<file path="config.mk">
export PLATFORM = sky130hd
export DESIGN_NAME = dual_dac_front
export DESIGN_NICKNAME = d
export VERILOG_FILES = /design/src/rtl/dacif_pkg.sv /design/src/rtl/dacif_edge_sync.sv /design/src/rtl/dacif_gap_check.sv /design/src/rtl/dacif_iq_divider.sv /design/src/rtl/dual_dac_front.sv
export SDC_FILE = /design/constraint.sdc
export NUM_CORES = 1
export LEC_CHECK = 0
export ABC_AREA = 1
export BUFFER_PORTS_ARGS = -buffer_cell sky130_fd_sc_hd__buf_2
export CAP_MARGIN = 0
export CORE_MARGIN = 5
export CORE_UTILIZATION = 50
export DETAILED_ROUTE_END_ITERATION = 12
export GPL_ROUTABILITY_DRIVEN = 0
export PLACE_DENSITY = 0.74
export SLEW_MARGIN = 20
export SYNTH_ARGS = -nofsm -noshare
export SYNTH_HDL_FRONTEND = slang
export SYNTH_SLANG_ARGS = --single-unit
</file>
<file path="constraint.sdc">
create_clock -name clk -period 1.7 [get_ports clk]
set_clock_uncertainty 0.2 [all_clocks]
set_input_delay 0.255 -clock clk [delete_from_list [all_inputs] [get_ports clk]]
set_output_delay 0.255 -clock clk [all_outputs]
set_load 0.01 [all_outputs]
</file>
<file path="src/rtl/dacif_pkg.sv">
`timescale 1ns/1ps
// Package: shared mode encoding and the bit layout of the synchronized control vector.
// Assumes: every module of the front end imports it.
package dacif_pkg;
    typedef enum logic {
        BUS_IQ   = 1'b0,
        BUS_DUAL = 1'b1
    } bus_mode_e;

    localparam int unsigned SIG_WR_A  = 0;
    localparam int unsigned SIG_WR_B  = 1;
    localparam int unsigned SIG_UPD_A = 2;
    localparam int unsigned SIG_UPD_B = 3;
    localparam int unsigned SIG_ALIGN = 4;
    localparam int unsigned SIG_COUNT = 5;
endpackage

</file>
<file path="src/rtl/dacif_edge_sync.sv">
`timescale 1ns/1ps
// Module: multi-stage synchronizer with rising-edge detection on each bit.
// Assumes: STAGES >= 1; each input level is held for at least two system cycles.
module dacif_edge_sync #(
    parameter int unsigned WIDTH  = 1,
    parameter int unsigned STAGES = 2
) (
    input  logic             clk,
    input  logic             rst_n,
    input  logic [WIDTH-1:0] async_i,
    output logic [WIDTH-1:0] level_o,
    output logic [WIDTH-1:0] rise_o
);
    logic [WIDTH-1:0] stage_q [STAGES];
    logic [WIDTH-1:0] prev_q;

    for (genvar s = 0; s < STAGES; s++) begin : g_stage
        if (s == 0) begin : g_first
            // First stage: sample the asynchronous inputs.
            always_ff @(posedge clk) begin
                if (!rst_n) stage_q[s] <= '0;
                else        stage_q[s] <= async_i;
            end
        end else begin : g_next
            // Later stages: shift the sampled value along the chain.
            always_ff @(posedge clk) begin
                if (!rst_n) stage_q[s] <= '0;
                else        stage_q[s] <= stage_q[s-1];
            end
        end
    end

    assign level_o = stage_q[STAGES-1];

    // Remember the last synchronized level for edge detection.
    always_ff @(posedge clk) begin
        if (!rst_n) prev_q <= '0;
        else        prev_q <= level_o;
    end

    assign rise_o = level_o & ~prev_q;
endmodule

</file>
<file path="src/rtl/dacif_gap_check.sv">
`timescale 1ns/1ps
// Module: flags an update edge that trails a write edge by fewer than MIN_GAP cycles.
// Assumes: both edge inputs are single-cycle pulses in the system clock domain.
module dacif_gap_check #(
    parameter int unsigned MIN_GAP = 2
) (
    input  logic clk,
    input  logic rst_n,
    input  logic wr_rise_i,
    input  logic upd_rise_i,
    output logic viol_o
);
    localparam int unsigned GW = $clog2(MIN_GAP) + 1;
    localparam logic [GW-1:0] SAT = GW'(MIN_GAP - 1);

    logic [GW-1:0] gap_q;

    // Count cycles since the last write edge, saturating at SAT.
    always_ff @(posedge clk) begin
        if (!rst_n)                gap_q <= SAT;
        else if (wr_rise_i)        gap_q <= '0;
        else if (gap_q < SAT)      gap_q <= gap_q + 1'b1;
    end

    assign viol_o = upd_rise_i && !wr_rise_i && (gap_q < SAT);
endmodule

</file>
<file path="src/rtl/dacif_iq_divider.sv">
`timescale 1ns/1ps
// Module: divide-by-two update generator for interleaved mode, with a phase hold.
// Assumes: clk_rise_i is a single-cycle edge pulse; phase 0 means the next edge loads.
module dacif_iq_divider (
    input  logic clk,
    input  logic rst_n,
    input  logic enable_i,
    input  logic align_i,
    input  logic clk_rise_i,
    output logic load_o
);
    logic phase_q;

    // Toggle the phase on every shared clock edge; hold it at 0 while aligning or idle.
    always_ff @(posedge clk) begin
        if (!rst_n)                    phase_q <= 1'b0;
        else if (!enable_i || align_i) phase_q <= 1'b0;
        else if (clk_rise_i)           phase_q <= ~phase_q;
    end

    assign load_o = enable_i && !align_i && clk_rise_i && !phase_q;
endmodule

</file>
<file path="src/rtl/dual_dac_front.sv">
`timescale 1ns/1ps
// Module: dual-channel converter input front end (dual-bus or interleaved).
// Assumes: data_a_i, data_b_i and sel_i are stable while a strobe edge passes the synchronizer;
//          the whole block runs on clk with a synchronous active-low reset.
module dual_dac_front #(
    parameter int unsigned WORD_W      = 12,
    parameter int unsigned SYNC_STAGES = 2,
    parameter int unsigned MIN_GAP     = 2
) (
    input  logic              clk,
    input  logic              rst_n,
    input  logic              bus_mode_i,
    input  logic [WORD_W-1:0] data_a_i,
    input  logic [WORD_W-1:0] data_b_i,
    input  logic              wr_a_i,
    input  logic              wr_b_i,
    input  logic              upd_a_i,
    input  logic              upd_b_i,
    input  logic              sel_i,
    input  logic              align_i,
    input  logic              sleep_i,
    output logic [WORD_W-1:0] word_i_o,
    output logic [WORD_W-1:0] word_q_o,
    output logic              load_i_o,
    output logic              load_q_o
);
    import dacif_pkg::*;

    localparam int unsigned NCH = 2;

    logic [SIG_COUNT-1:0] raw_s;
    logic [SIG_COUNT-1:0] lvl_s;
    logic [SIG_COUNT-1:0] rise_s;
    logic [NCH-1:0]       wr_ev;
    logic [NCH-1:0]       upd_ev;
    logic [NCH-1:0]       viol;
    logic                 dual_mode;
    logic                 div_load;
    logic [WORD_W-1:0]    lat_i_q, lat_q_q, lat_i_d, lat_q_d;
    logic                 ld_i_d, ld_q_d;
    logic                 live_q;

    // Gather the asynchronous control inputs into one vector.
    always_comb begin
        raw_s            = '0;
        raw_s[SIG_WR_A]  = wr_a_i;
        raw_s[SIG_WR_B]  = wr_b_i;
        raw_s[SIG_UPD_A] = upd_a_i;
        raw_s[SIG_UPD_B] = upd_b_i;
        raw_s[SIG_ALIGN] = align_i;
    end

    dacif_edge_sync #(
        .WIDTH  (SIG_COUNT),
        .STAGES (SYNC_STAGES)
    ) u_sync (
        .clk     (clk),
        .rst_n   (rst_n),
        .async_i (raw_s),
        .level_o (lvl_s),
        .rise_o  (rise_s)
    );

    assign dual_mode = (bus_mode_e'(bus_mode_i) == BUS_DUAL);
    assign wr_ev     = {rise_s[SIG_WR_B],  rise_s[SIG_WR_A]};
    assign upd_ev    = {rise_s[SIG_UPD_B], rise_s[SIG_UPD_A]};

    for (genvar ch = 0; ch < NCH; ch++) begin : g_gap
        dacif_gap_check #(
            .MIN_GAP (MIN_GAP)
        ) u_gap (
            .clk        (clk),
            .rst_n      (rst_n),
            .wr_rise_i  (wr_ev[ch]),
            .upd_rise_i (upd_ev[ch]),
            .viol_o     (viol[ch])
        );
    end

    dacif_iq_divider u_div (
        .clk        (clk),
        .rst_n      (rst_n),
        .enable_i   (!dual_mode),
        .align_i    (lvl_s[SIG_ALIGN]),
        .clk_rise_i (upd_ev[0]),
        .load_o     (div_load)
    );

    // Input latch next state: steer the captured word, feed back the unselected latch.
    always_comb begin
        lat_i_d = lat_i_q;
        lat_q_d = lat_q_q;
        if (dual_mode) begin
            if (wr_ev[0]) lat_i_d = data_a_i;
            if (wr_ev[1]) lat_q_d = data_b_i;
        end else if (wr_ev[0]) begin
            if (sel_i) lat_i_d = data_a_i;
            else       lat_q_d = data_a_i;
        end
    end

    // Holding-register load decision per channel, blocked by violation or sleep.
    always_comb begin
        if (dual_mode) begin
            ld_i_d = upd_ev[0] && !viol[0];
            ld_q_d = upd_ev[1] && !viol[1];
        end else begin
            ld_i_d = div_load;
            ld_q_d = div_load;
        end
        ld_i_d = ld_i_d && !sleep_i;
        ld_q_d = ld_q_d && !sleep_i;
    end

    // Input latches.
    always_ff @(posedge clk) begin
        if (!rst_n) begin
            lat_i_q <= '0;
            lat_q_q <= '0;
        end else begin
            lat_i_q <= lat_i_d;
            lat_q_q <= lat_q_d;
        end
    end

    // Holding registers and their load pulses.
    always_ff @(posedge clk) begin
        if (!rst_n) begin
            word_i_o <= '0;
            word_q_o <= '0;
            load_i_o <= 1'b0;
            load_q_o <= 1'b0;
        end else begin
            load_i_o <= ld_i_d;
            load_q_o <= ld_q_d;
            if (ld_i_d) word_i_o <= lat_i_q;
            if (ld_q_d) word_q_o <= lat_q_q;
        end
    end

    // Marks that the previous edge was a normal, non-reset edge (for assertions).
    always_ff @(posedge clk) begin
        live_q <= rst_n;
    end

    assert_word_hold_R2: assert property (@(posedge clk) disable iff (!rst_n)
        (live_q && !load_i_o) |-> $stable(word_i_o))
        else $error("I register changed without a load pulse");

    assert_gap_block_R4: assert property (@(posedge clk) disable iff (!rst_n)
        (live_q && $past(dual_mode && viol[0])) |-> !load_i_o)
        else $error("I register loaded on a timing violation");

    assert_pair_load_R7: assert property (@(posedge clk) disable iff (!rst_n)
        (live_q && !$past(dual_mode)) |-> (load_i_o == load_q_o))
        else $error("interleaved loads not paired");

    assert_align_idle_R8: assert property (@(posedge clk) disable iff (!rst_n)
        (live_q && !$past(dual_mode) && $past(lvl_s[SIG_ALIGN])) |-> !load_i_o)
        else $error("load while alignment held");

    assert_sleep_quiet_R9: assert property (@(posedge clk) disable iff (!rst_n)
        (live_q && $past(sleep_i)) |-> (!load_i_o && !load_q_o))
        else $error("load pulse during sleep");
endmodule

</file>
Word-level counts from Yosys, hierarchy flattened
Memories as Yosys holds them, arrays and structs flattened. Cells that the tools add are included. W data, S select, Z words.

Register bits: 59. Memory bits (writable): 10. Input port bits: 34. Output and inout port bits: 26. Logic and storage cells: 72. Memories: 1.

Memory list: u_sync.stage_q (words 2, bits a word 5, rd ports 2, clocked after memory_dff 0, write ports 2, line dacif_edge_sync.sv:14) `logic [WIDTH-1:0] stage_q [STAGES];`.

Add/subtract/negate cells: 2. $lt $le $gt $ge: 2. Equal/unequal tests: 2. Muxes and demuxes: 18. Bitwise operators: 6. Reduce and logical (&&, ||, !) cells: 29.

Operators with widths (count): $mux W12 (8); $logic_and A1 B1 Y1 (11); $mux W5 (2); $logic_not A1 Y1 (8); $mux W1 (8); $reduce_bool A2 Y1 (4); $reduce_or A2 Y1 (3); $add A2 B1 Y2 const B (2); $and A4 B4 Y4 (1); $lt A2 B1 Y1 const B (2); $not A4 Y4 (1); $reduce_and A3 Y1 (1); $ne A2 B1 Y1 const B (1); $ne A2 B2 Y1 const B (1); $not A1 Y1 (2); $or A1 B1 Y1 (2); $reduce_and A2 Y1 (1); $logic_or A1 B1 Y1 (1).

Depth between registers and ports, before layout
Gate-level depths: netlist (run 1).

Word-level depth: 9. Mapped depth: 10. Mapped depth without buffers: 9.

Hierarchy
A second synthesis (run 1) with hierarchy kept.

Cells, all modules: 434. Area, all modules: 3144.3 sq um.

By module, submodules not included: dual_dac_front (times used 1, cells an instance 332, area each 2372.3 sq um, seq. area each 1001.0 sq um); dacif_edge_sync (times used 1, cells an instance 56, area each 461.7 sq um, seq. area each 300.3 sq um); dacif_gap_check (times used 2, cells an instance 18, area each 125.1 sq um, seq. area each 40.0 sq um); dacif_iq_divider (times used 1, cells an instance 10, area each 60.1 sq um, seq. area each 20.0 sq um).

Worst setup path before layout (run 1)
OpenSTA, ideal clock, no wires.

Path kind: flip-flop to flip-flop. Start point: reg g_gap[1].u_gap.gap_q[0]. End point: reg word_q_o[2]. Arrival: 1.167 ns. Required time: 1.390 ns. Path slack: 0.223 ns. Cell stages (with the launch flop): 10. Path buffers: 1. Clock period less this slack: 1.477 ns. Path through: dfxtp_1 > inv_1 > ha_1 > nand2_1 > nand2_1 > nand2_1 > buf_2 > nand4_1 > nand2_1 > nor2_1.

Longest elaborated chain between the ends: 6.

Ends and longest elaborated chain: from (decl) (line dacif_gap_check.sv:16) `logic [GW-1:0] gap_q;`; from (signal assigned) (line dacif_gap_check.sv:22) `else if (gap_q < SAT) gap_q <= gap_q + 1'b1;`; $lt A2 B1 Y1 (line dacif_gap_check.sv:25) `assign viol_o = upd_rise_i && !wr_rise_i && (gap_q < SAT);`; $logic_and A1 B1 Y1 (line dacif_gap_check.sv:25); $logic_not A1 Y1 (line dual_dac_front.sv:106) `ld_q_d = upd_ev[1] && !viol[1];`; $logic_and A1 B1 Y1 (line dual_dac_front.sv:106); $mux W1 (line dual_dac_front.sv:104) `if (dual_mode) begin`; $logic_and A1 B1 Y1 (line dual_dac_front.sv:112) `ld_q_d = ld_q_d && !sleep_i;`; to (signal assigned) (line dual_dac_front.sv:137) `if (ld_q_d) word_q_o <= lat_q_q;`; to (decl) (line dual_dac_front.sv:23) `output logic [WORD_W-1:0] word_q_o,`.

No other way between the ends. A chain may end at the register's enable or synchronous reset.

Final worst setup path (run 1)
Start point: reg g_gap[1].u_gap.gap_q[0]. End point: reg word_q_o[9].

The elaborated chain is that of the path after synthesis.

==> metrics.txt, run 1 <==
Design Area, Final 3650 µm²; crit start category flop; core area 5850 µm²; initial antenna violation count 0; number of max-cap violations 0; Post-Syn Nets 461; Seq/Total Area, Yosys 46.4%; placed standard-cell area 3340 µm²; # rows 28; Final Hold Fails 0; YS warnings 0; layout cells sized above 1 20.2%; most numerous cell in the Yosys netlist nand2_1; Post-synth top flop dfxtp_1; total gr overflow 0; final period utilization 93.5%; outcome completed; Synth Instances 425; vias per cell 4.68; GR Util All Layers 18.9%; area grow syn2layout 22.5%; Crit path largest cell delay 0.34 ns; fin nets 525; Synth Register Bits 69; Iteration-0 DRC Markers 197; async set-reset flop share out of synthesis 0%; Detailed Routing Iterations Pass 1 4; worst-path cell with the longest stage delay dfxtp_1; R2R Path Start g_gap[1].u_gap.gap_q[0]; H-Tree Depth 3; largest net degree at the start of global routing 44; CTS Root Cell clkbuf_8; fin cells 569; Post-synth EDFFs 0; CP dominant cell by count nand2_1; Pwr Density 995 nW/µm²; largest cells by area after synthesis dfxtp_1 46%, nand2_1 14%, inv_1 12%, nand4_1 5.0%, a21oi_1 4.4%; worst slew pin tran 0.809 ns; io pins 60; final setup fails 0; maximum VDD drop 0.664 mV; mapped cell area 2980 µm²; crit path launch g_gap[1].u_gap.gap_q[0]; vias 2661; reg2reg path depth 9; CTS Sinks 69; Max Root-Sink Buffers 2; Placed Cells 547; vias in the first global route 2477; Starting Density 50.9%; relative slew slack 46.0%; CP cell instances inv_1, ha_1, nand2_1, nand2_1, nand2_2, buf_6, nand4_1, nand2_1, nor2_1; crit path kind flop to flop; drc violations 0; Worst-Skew Late Latency 0.35 ns; Leakage 1.87 nW; Crit Path Max Fanout 12; r2r setup slk 0.11 ns; Hold WC Path Type primary input to flop; Synth cell types 27; Yosys top cell by area dfxtp_1; CTS tree done; setup ws final 0.110 ns; Final Critical Period 1.59 ns; Fillers 563; reg2reg end word_q_o[9]; Clk pin slew, worst setup/hold paths 0.07 ns; Port-buffer cells 59; Setup WS pre-CTS 0.0146 ns; Worst setup endpoint word_q_o[9]; wire length per cell 11.8 µm; CTS Buf Count 9; antenna viol nets, final 0; final wirelength 6.71 mm; die width 87.2 µm; Synth top cells by count 109 x nand2_1, 99 x inv_1, 69 x dfxtp_1; first-pass GRT wire length 11.2 mm; Crit. End Element flop; antenna cells 0; area of the die 7600 µm²; share of the synthesized area in the top cell type 46.4%; CP arrival 1.64 ns; Fmax 629 MHz; DPL Wire Length 4.54 mm; Die H 87.2 µm; max-slew violation count 0; syn_area_per_cell 7.00 µm²; CP Data Required Time 1.75 ns
==> worst min path at each step <==
stage	startpoint	end	cells after the start
2_1_floorplan	wr_a_i	u_sync.stage_q[0][0]	2
3_3_place_gp	u_sync.stage_q[0][1]	u_sync.stage_q[1][1]	2
3_5_place_dp	u_sync.stage_q[0][0]	u_sync.stage_q[1][0]	2
4_1_cts	data_a_i[1]	lat_i_q[1]	3
5_1_grt	data_a_i[3]	lat_i_q[3]	3
6_report	data_a_i[3]	lat_i_q[3]	3
==> state kept, by name, summed over array words and instances, names as in the netlist <==
name               flops
lat_i_q               12
g_gap.u_gap.gap_q      4
u_div.phase_q          1
word_i_o              12
load_q_o               1
word_q_o              12
u_sync.prev_q          4
load_i_o               1
lat_q_q               12
u_sync.stage_q        10
==> repair_timing <==
action	in CTS	in global routing
hold endpoints to repair	5	0
buffers inserted	0	0
resized for setup	0	8
endpoints found under the setup margin	0	17
hold buffers	5	0
==> stage by stage <==
stage | setup TNS (ns) | power (mW) | util, % | hold WS, ns
floorplan | 0 | 2.11 | - | 0.153
global placement | 0 | 2.25 | 57.2 | 0.192
detailed placement | 0 | 2.27 | 57.2 | 0.200
CTS | 0 | 3.64 | 61.6 | 0.0109
global route | -0.0125 | 3.82 | 62.3 | 0.0178
finish | 0 | 3.63 | 62.3 | 0.0198
==> cells in the final DEF, fill, tap and decap left out <==
cell / n
inv_4: 1
nor2_4: 1
o21ai_0: 23
nand2_4: 1
nor2_2: 1
inv_1: 99
o21ai_2: 1
dfxtp_1: 69
ha_2: 1
nor2_1: 31
buf_4: 5
inv_2: 1
nand3_4: 2
nand3_2: 3
nand2_1: 106
o21ai_1: 3
nand2_2: 2
clkinv_1: 1
ha_1: 1
a21oi_2: 1
nand4_1: 24
buf_2: 59
buf_6: 2
bufinv_16: 1
nand2_8: 1
a211oi_1: 1
a21oi_1: 26
nand3_1: 4
clkinv_4: 2
clkinvlp_4: 2
a2111oi_0: 1
inv_6: 1
buf_12: 2
clkbuf_8: 10
dlygate4sd3_1: 5
==> cell type report <==
cell class | count | area [µm²] | share of cell area (%)
sequential | 69 | 1380 | 37.9
multi-input combinational | 234 | 1130 | 31.0
timing repair buffer | 73 | 445 | 12.2
inverter | 102 | 385 | 10.6
clock buffer | 10 | 138 | 3.77
tap | 75 | 93.8 | 2.57
clock inverter | 6 | 71.3 | 1.96
==> power by group <==
group          total (mW)  internal, mW  switching (mW)
sequential           1.74          1.71          0.0314
clock                1.37         0.726           0.648
combinational       0.513         0.201           0.312
==> logic make-up after synthesis <==
| kind of cell | Yosys count | share of synthesized area [%] |
|---|---|---|
| DFF | 69 | 46.4 |
| AOI/OAI and AO/OA | 56 | 9.88 |
| adders and majority gates | 2 | 0.841 |
| buffers and inverters | 124 | 17.0 |
| and+or+nand+nor | 174 | 25.9 |
==> worst max-delay path, delay by kind of cell, from the launching register on <==
family | cells | cell delay, ns
flip-flops | 1 | 0.34
AND/OR/NAND/NOR | 6 | 0.50
adder cells (fa/ha/maj) | 1 | 0.21
buffers and inverters | 2 | 0.24
==> metal layers <==
metal  GRT usage (%)  vias to the layer above  wire [µm]
li1                -                     1412          -
met1            24.3                     1167       3010
met2            30.2                       72       3090
met3            5.01                       10        498
met4            7.53                        0        106
met5               0                        -          0
Power figures use the tool's default switching activity.
==> inputs of run 2 (changes only) <==
Settings changed: SETUP_SLACK_MARGIN from default to 0.5.
==> run 2 against run 1 <==
  * Sequential power is essentially flat
  * Utilization grew 11 points
  * Critical endpoint is now word_q_o[5]
  * Wire length grew 23%
  * Count of clock-buffer cells in the layout grew 1
  * Die area is the same
  * Largest power group unchanged
  * Non-clock buffer count grew 15
==> metrics.txt, run 2 (synthesized netlist as in run 1, its figures left out) <==
CP Data Required Time 1.79 ns (+0.04 ns); Detailed Routing Iterations Pass 1 5 (+1); CTS Root Cell clkbuf_8; Hold WC Path Type primary input to flop; number of max-cap violations 0 (unchanged); Clk pin slew, worst setup/hold paths 0.08 ns (about the same); Design Area, Final 4270 µm² (+17%); max-slew violation count 0 (unchanged); # rows 28 (unchanged); Crit. End Element flop; placed standard-cell area 3380 µm² (+1.0%); final wirelength 8.24 mm (+23%); Final Hold Fails 0 (unchanged); Iteration-0 DRC Markers 253 (+28%); final period utilization 90.0% (-3.5 points); Final Critical Period 1.53 ns (-0.0597 ns); crit path kind flop to flop; CTS Sinks 69 (unchanged); Pwr Density 874 nW/µm² (-12%); H-Tree Depth 3 (unchanged); Fillers 428 (-24%); core area 5850 µm² (unchanged); Max Root-Sink Buffers 2 (unchanged); fin nets 544 (+3.6%); CP arrival 1.62 ns (-0.02 ns); Leakage 2.07 nW (+10%); Worst-Skew Late Latency 0.35 ns (about the same); total gr overflow 0 (unchanged); setup ws final 0.170 ns (+0.0597 ns); relative slew slack 71.8% (+26 points); worst slew pin tran 0.423 ns (-0.387 ns); Port-buffer cells 59 (unchanged); vias in the first global route 2763 (+12%); fin cells 588 (+3.3%); Setup WS pre-CTS 0.0721 ns (+0.0575 ns); drc violations 0 (unchanged); first-pass GRT wire length 12.5 mm (+12%); final setup fails 0 (unchanged); antenna viol nets, final 0 (unchanged); Fmax 653 MHz (+3.9%); GR Util All Layers 20.8% (+1.9 points); die width 87.2 µm (unchanged); maximum VDD drop 0.755 mV (+14%); crit start category flop; Placed Cells 545 (-0.37%); layout cells sized above 1 37.4% (+17 points); vias per cell 5.00 (+7.0%); Die H 87.2 µm (unchanged); antenna cells 0 (unchanged); io pins 60 (unchanged); CTS tree done; area of the die 7600 µm² (unchanged); wire length per cell 14.0 µm (+19%); commonest cells after routing, fill and taps aside 92 x inv_1, 92 x nand2_1, 41 x dfxtp_1; area grow syn2layout 43.6%; DPL Wire Length 4.60 mm (+1.3%); CTS Buf Count 9 (unchanged); initial antenna violation count 0 (unchanged); Crit Path Max Fanout 7 (-5); largest net degree at the start of global routing 36 (-18%); vias 2941 (+11%); outcome completed; Starting Density 50.9% (unchanged); RSZ-0062 raised after global routing yes; setup TNS 0 ns (unchanged)
run 2: timing repair:
| item | in CTS | in global routing |
|---|---|---|
| setup endpoints to repair | 78 | 79 |
| pin swaps | 31 | 18 |
| resized for setup | 62 | 53 |
| cloned | 6 | 4 |
| hold buffers | 7 | 0 |
| hold endpoints to repair | 7 | 0 |
| buffers inserted | 3 | 7 |
run 2: worst paths after layout:
kind,cells past startpoint,slack (ns),start,endpoint
worst max-delay path,7,0.17,u_sync.prev_q[2],word_q_o[5]
worst min register to register,2,0.20,u_sync.stage_q[0][2],u_sync.stage_q[1][2]
worst max register to register,7,0.17,u_sync.prev_q[2],word_q_o[5]
worst min-delay path,3,0.002,data_a_i[6],lat_i_q[6]
run 2: worst max-delay path, stage by stage, from the launching register on:
cell,delay (ns)
dfxtp_1,0.34
nor2_4,0.17
nand3_4,0.17
nand2_8,0.16
nand3_4,0.17
nand2_2,0.12
inv_2,0.04
nor2_2,0.09
run 2: final cells by class:
class	instances	area, µm²	share of cell area (%)
clock buffer	11	151	3.54
tap	75	93.8	2.20
inverter	102	393	9.19
clock inverter	5	33.8	0.790
multi-input combinational	238	1400	32.7
sequential	69	1420	33.1
timing repair buffer	88	788	18.4
run 2: layer usage:
layer	part of all wire [%]	wire length, µm	global-route usage (%)	vias up
met5	0	0	0	-
met4	2.1	172	6.00	0
met3	8.2	679	5.30	16
met2	50	4120	36.0	139
met1	40	3260	25.6	1326
li1	-	-	-	1460
run 2: power by group:
part / total, mW / switching (mW) / leakage (nW) / internal, mW
Combinational: 0.726 / 0.406 / 1.40 / 0.320
Sequential: 1.76 / 0.0434 / 0.575 / 1.72
Clock: 1.25 / 0.639 / 0.0917 / 0.608
run 2: stage by stage:
stage	hold WS, ns	util (%)	total power, mW
2_1_floorplan	0.153	-	2.13
3_3_place_gp	0.194	57.8	2.26
3_5_place_dp	0.197	57.8	2.27
4_1_cts	0.0122	67.6	3.62
5_1_grt	0.00201	73.1	3.93
6_report	0.00155	73.1	3.74
